[config.mk]
export PLATFORM = sky130hd
export DESIGN_NAME = bcd_count_chain
export DESIGN_NICKNAME = d
export VERILOG_FILES = /design/src/rtl/bcd_pkg.sv /design/src/rtl/bcd_stage.sv /design/src/rtl/bcd_chain.sv /design/src/rtl/bcd_count_chain.sv
export SDC_FILE = /design/constraint.sdc
export NUM_CORES = 1
export LEC_CHECK = 0
export ABC_AREA = 1
export BUFFER_PORTS_ARGS = -buffer_cell sky130_fd_sc_hd__buf_4
export CAP_MARGIN = 0
export CORE_MARGIN = 2
export CORE_UTILIZATION = 30
export CTS_BUF_LIST = sky130_fd_sc_hd__clkbuf_16
export CTS_CLUSTER_SIZE = 28
export DETAILED_ROUTE_END_ITERATION = 12
export GPL_TIMING_DRIVEN = 0
export PLACE_DENSITY_LB_ADDON = 0.12
export SYNTH_ARGS = -nofsm -noshare
export SYNTH_HDL_FRONTEND = slang
export SYNTH_SLANG_ARGS = --single-unit
[constraint.sdc]
create_clock -name clk_i -period 1.75 [get_ports clk_i]
set_input_delay 0.175 -clock clk_i [delete_from_list [all_inputs] [get_ports clk_i]]
set_output_delay 0.175 -clock clk_i [all_outputs]
set_load 0.005 [all_outputs]
[src/rtl/bcd_pkg.sv]
package bcd_pkg;
  localparam int unsigned DEF_RADIX  = 10;
  localparam int unsigned DEF_DIGITS = 3;
  localparam int unsigned DEF_W      = $clog2(DEF_RADIX);
endpackage

[src/rtl/bcd_stage.sv]
module bcd_stage #(
  parameter int unsigned RADIX = bcd_pkg::DEF_RADIX,
  parameter int unsigned W     = $clog2(RADIX)
) (
  input  logic         clk_i,
  input  logic         rst_ni,
  input  logic         tick_i,
  input  logic         inc_i,
  output logic [W-1:0] digit_o,
  output logic         wrap_o
);
  localparam logic [W-1:0] TOP = W'(RADIX - 1);

  logic [W-1:0] digit_q;
  logic         wrap_q;
  logic         at_top;

  assign at_top = (digit_q == TOP);

  // wrap flag lives for exactly one enabled tick, digit only moves on inc
  always_ff @(posedge clk_i or negedge rst_ni) begin
    if (!rst_ni) begin
      digit_q <= '0;
      wrap_q  <= 1'b0;
    end else if (tick_i) begin
      wrap_q <= inc_i && at_top;
      if (inc_i) digit_q <= at_top ? '0 : digit_q + W'(1);
    end
  end

  assign digit_o = digit_q;
  assign wrap_o  = wrap_q;


  digit_range_chk: assert property (@(posedge clk_i) disable iff (!rst_ni)
    digit_q <= TOP);


  pause_hold_chk: assert property (@(posedge clk_i) disable iff (!rst_ni)
    !tick_i |=> ($stable(digit_q) && $stable(wrap_q)));


  wrap_rise_chk: assert property (@(posedge clk_i) disable iff (!rst_ni)
    $rose(wrap_q) |-> (digit_q == '0 && $past(inc_i)));


  wrap_clear_chk: assert property (@(posedge clk_i) disable iff (!rst_ni)
    (wrap_q && tick_i) |=> !wrap_q);
endmodule

[src/rtl/bcd_chain.sv]
module bcd_chain #(
  parameter int unsigned N = bcd_pkg::DEF_DIGITS
) (
  input  logic         en_i,
  input  logic [N-1:0] wrap_i,
  output logic [N-1:0] inc_o,
  output logic         carry_o
);
  // every carry is qualified by the global enable, never by a raw flag
  assign inc_o[0] = en_i;
  for (genvar k = 1; k < N; k++) begin : g_link
    assign inc_o[k] = en_i && wrap_i[k-1];
  end
  assign carry_o = en_i && wrap_i[N-1];
endmodule

[src/rtl/bcd_count_chain.sv]
module bcd_count_chain #(
  parameter int unsigned NUM_DIGITS = bcd_pkg::DEF_DIGITS,
  parameter int unsigned RADIX      = bcd_pkg::DEF_RADIX,
  parameter int unsigned W          = $clog2(RADIX)
) (
  input  logic                  clk_i,
  input  logic                  rst_ni,
  input  logic                  en_i,
  output logic [NUM_DIGITS*W-1:0] digits_o,
  output logic                  carry_o
);
  logic [NUM_DIGITS-1:0] wrap_w;
  logic [NUM_DIGITS-1:0] inc_w;
  logic [W-1:0]          digit_w [NUM_DIGITS];

  bcd_chain #(.N(NUM_DIGITS)) u_chain (
    .en_i   (en_i),
    .wrap_i (wrap_w),
    .inc_o  (inc_w),
    .carry_o(carry_o)
  );

  for (genvar k = 0; k < NUM_DIGITS; k++) begin : g_stage
    bcd_stage #(.RADIX(RADIX), .W(W)) u_stage (
      .clk_i  (clk_i),
      .rst_ni (rst_ni),
      .tick_i (en_i),
      .inc_i  (inc_w[k]),
      .digit_o(digit_w[k]),
      .wrap_o (wrap_w[k])
    );

    assign digits_o[k*W +: W] = digit_w[k];
  end

  for (genvar k = 1; k < NUM_DIGITS; k++) begin : g_chk

    gated_carry_chk: assert property (@(posedge clk_i) disable iff (!rst_ni)
      (digit_w[k] != $past(digit_w[k])) |-> $past(en_i && wrap_w[k-1]));
  end


  carry_pause_chk: assert property (@(posedge clk_i) disable iff (!rst_ni)
    !en_i |-> !carry_o);
endmodule

==> flow_summary_export.csv <==
group,metric,value,unit
setup_path,timing.setup.critical_path_class,"reg2out",
route,drt-total-wl,1230,um
sta,worst_pin_slew,0.198,ns
cts,cts_buffers,3,
sta,slew_viol_final,0,
synthesis,synth_area_leaders,"sky130_fd_sc_hd__dfrtp_1 54%, sky130_fd_sc_hd__nor2_1 11%, sky130_fd_sc_hd__inv_1 8.1%",
sta,timing.max_slew.rel_slack,86.8,%
setup_path,gate_family_responsible_for_the_most_delay_along_the_worst_path,"flip-flops",
cts,ctsHoldBuffers,1,
synthesis,netlist_instances,86,
status,outcome,"finished, final reports clean",
grt,globalRouteOverflowTotal,0,
final_layout,final_common_cell,"sky130_fd_sc_hd__nor2_1",
route,via_count,571,
synthesis,mappedNetlistArea,694,sq um
final_layout,antennaDiodeCount,0,
setup_path,critical_path.max_stage_delay,0.43,ns
cts,cts_tree,"yes",
place,hpwl,877,um
synthesis,yosysWarnings,0,
floorplan,initial_core_util,31.7,%
cts,post_cts_resize_count,0,
sta,final_period_demand_of_the_worst_path,1.02,ns
pwr,max-vdd-ir-drop,551,uV
route,postRouteAntennaNets,0,
cts,cts-root-buf,"sky130_fd_sc_hd__clkbuf_16",
cts,clock_latency,0.24,ns
pwr,static-leakage-power,0.489,nW
setup_path,cp_num_buf_inv,1,
grt,total_grt_usage,11.6,%
floorplan,num_rows,17,
setup_path,start_kind,"register",
cts,number_of_buffers_on_the_longest_clock_path,2,
synthesis,cell_taking_the_most_area_after_synthesis,"sky130_fd_sc_hd__dfrtp_1",
place,port_buffers,15,
grt,grt_antenna_before_repair,0,
min_path,timing.hold.worst.class,"in2reg",
synthesis,synth_seq_area_share,54.1,%
synthesis,synth_fp_nets,89,
final_layout,flow.area_growth_from_synthesis,34.1,%
route,drt_pre_antenna_iters,4,
place,place_congestion,0.790,
grt,first_global_vias,521,
flow_run,timing.max_cap.violations,0,
setup_path,crit_required,1.57,ns
route,drcViolationCount,0,
setup_path,crit_path_top_delay_cell,"sky130_fd_sc_hd__dfrtp_1",
place,pre_cts_slack,0.800,ns
synthesis,register_bit_total_from_synthesis,15,
sta,fmax,985,MHz
cts,cts_setup_buffers,0,
final_layout,design.final.nets,110,
sta,fin_tns_setup,0,ns
sta,layout_worst_path_cycle_share,58.0,%
setup_path,worstPathArrival,0.84,ns
setup_path,kind_of_capture_point_of_the_worst_setup_path,"output pin",
floorplan,core-area,2190,sq um
synthesis,syn_area_per_cell,8.07,sq um
synthesis,synth.top_cell.area_share,54.1,%
final_layout,layout.cells.most_common_list,"21 x sky130_fd_sc_hd__nor2_1, 16 x sky130_fd_sc_hd__inv_1, 15 x sky130_fd_sc_hd__dfrtp_1, 15 x sky130_fd_sc_hd__buf_4, 8 x sky130_fd_sc_hd__nand2_1",
route,detail_route.wl_per_cell,9.14,um
sta,hold_violations,0,
setup_path,worstPathMaxFanout,6,
floorplan,die-area,2720,sq um
floorplan,io-pin-count,16,
grt,grt_start_max_net_pins,16,
grt,grt_first_pass_wirelength,2190,um
pwr,power_per_unit_of_standard_cell_area,1370,nW/um^2
cts,clock-sinks,15,
sta,timing.clock.skew,0.00239,ns
floorplan,die_y,52.1,um
cts,worst_setup_hold_path_clk_slew,0.05,ns
cts,cts_max_level,1,
final_layout,final_layout_size_suffix_gt1_share,22.6,%
setup_path,worstPathCellList,"buf_4",
sta,rsz0062_at_grt,"no",
sta,setup_viol,0,
route,vias_per_cell,4.26,
route,initialDrtViolationCount,8,
sta,post-route-worst-setup-slack,0.734,ns
floorplan,floorplan.die.width,52.1,um
synthesis,distinct_cells_synth,14,
area by class of cell:
cell class              instances  area [sq um]
repair buffers                 16           123
fillers                       235          1260
multi-input cells              55           259
clock buffers                   3          75.1
clock inverters                 1          3.75
flip-flops and latches         15           375
well taps                      28          35.0
inverters                      16          60.1
synth_stat cells:
cell,n
sky130_fd_sc_hd__xor2_1,2
sky130_fd_sc_hd__dfrtp_1,15
sky130_fd_sc_hd__nand2_2,3
sky130_fd_sc_hd__nor2_1,21
sky130_fd_sc_hd__o21ai_1,1
sky130_fd_sc_hd__nand3_1,7
sky130_fd_sc_hd__or2_1,1
sky130_fd_sc_hd__nand2_1,8
sky130_fd_sc_hd__a21oi_1,4
sky130_fd_sc_hd__inv_2,1
sky130_fd_sc_hd__inv_1,15
sky130_fd_sc_hd__nor2_4,1
sky130_fd_sc_hd__nor2_2,1
sky130_fd_sc_hd__o21ai_0,6
cells by family (layout without fill, tap and decap cells):
group,count (synthesis),count (layout),synth area share (%)
flops,15,15,54.1
buf+inv,16,36,8.65
xor+xnor,2,2,2.52
simple gates,42,42,26.8
compound gates,11,11,7.93
per-layer routing:
metal / part of all wire [%] / track usage, % / up-vias
met3: 7.1 / 5.46 / 5
met1: 46 / 14.5 / 251
met2: 44 / 15.6 / 11
li1: - / - / 304
met4: 2.9 / 7.89 / 0
met5: 0 / 0 / -
per-stage QoR:
stage	std cells	cell area [sq um]	hold WS (ns)	total power (W)	util, %
after floorplan	86	694	-0.121	0.000684	-
after global placement	129	842	0.0443	0.000849	38.4
after detailed placement	129	842	0.0438	0.000854	38.4
after CTS	134	931	0.189	0.00131	42.5
after global routing	134	931	0.194	0.00138	42.5
final	134	931	0.189	0.00128	42.5
final timing paths:
path | start | end | slack [ns] | cells after the start
max reg2reg | g_stage[1].u_stage.digit_o[0] | g_stage[1].u_stage.digit_o[1] | 0.79 | 5
min in group asynchronous | rst_ni | g_stage[2].u_stage.digit_o[2] | 0.32 | 2
min reg2reg | g_stage[2].u_stage.wrap_o | g_stage[2].u_stage.wrap_o | 0.54 | 2
max | g_stage[0].u_stage.digit_o[2] | digits_o[2] | 0.73 | 1
max in group asynchronous | rst_ni | g_stage[0].u_stage.digit_o[3] | 1.25 | 2
min | en_i | g_stage[0].u_stage.wrap_o | 0.19 | 2
power breakdown:
group | switching [W] | internal, W | total (W) | leakage (nW)
Clock | 0.000133 | 0.000302 | 0.000435 | 0.0423
Sequential | 0.0000928 | 0.000433 | 0.000526 | 0.190
Combinational | 0.000151 | 0.000168 | 0.000318 | 0.256
sequential cells by signal, summed over array words and instances, names as in the netlist:
name,flops
g_stage.u_stage.wrap_o,3
g_stage.u_stage.digit_o,12
Power figures use the tool's default switching activity.
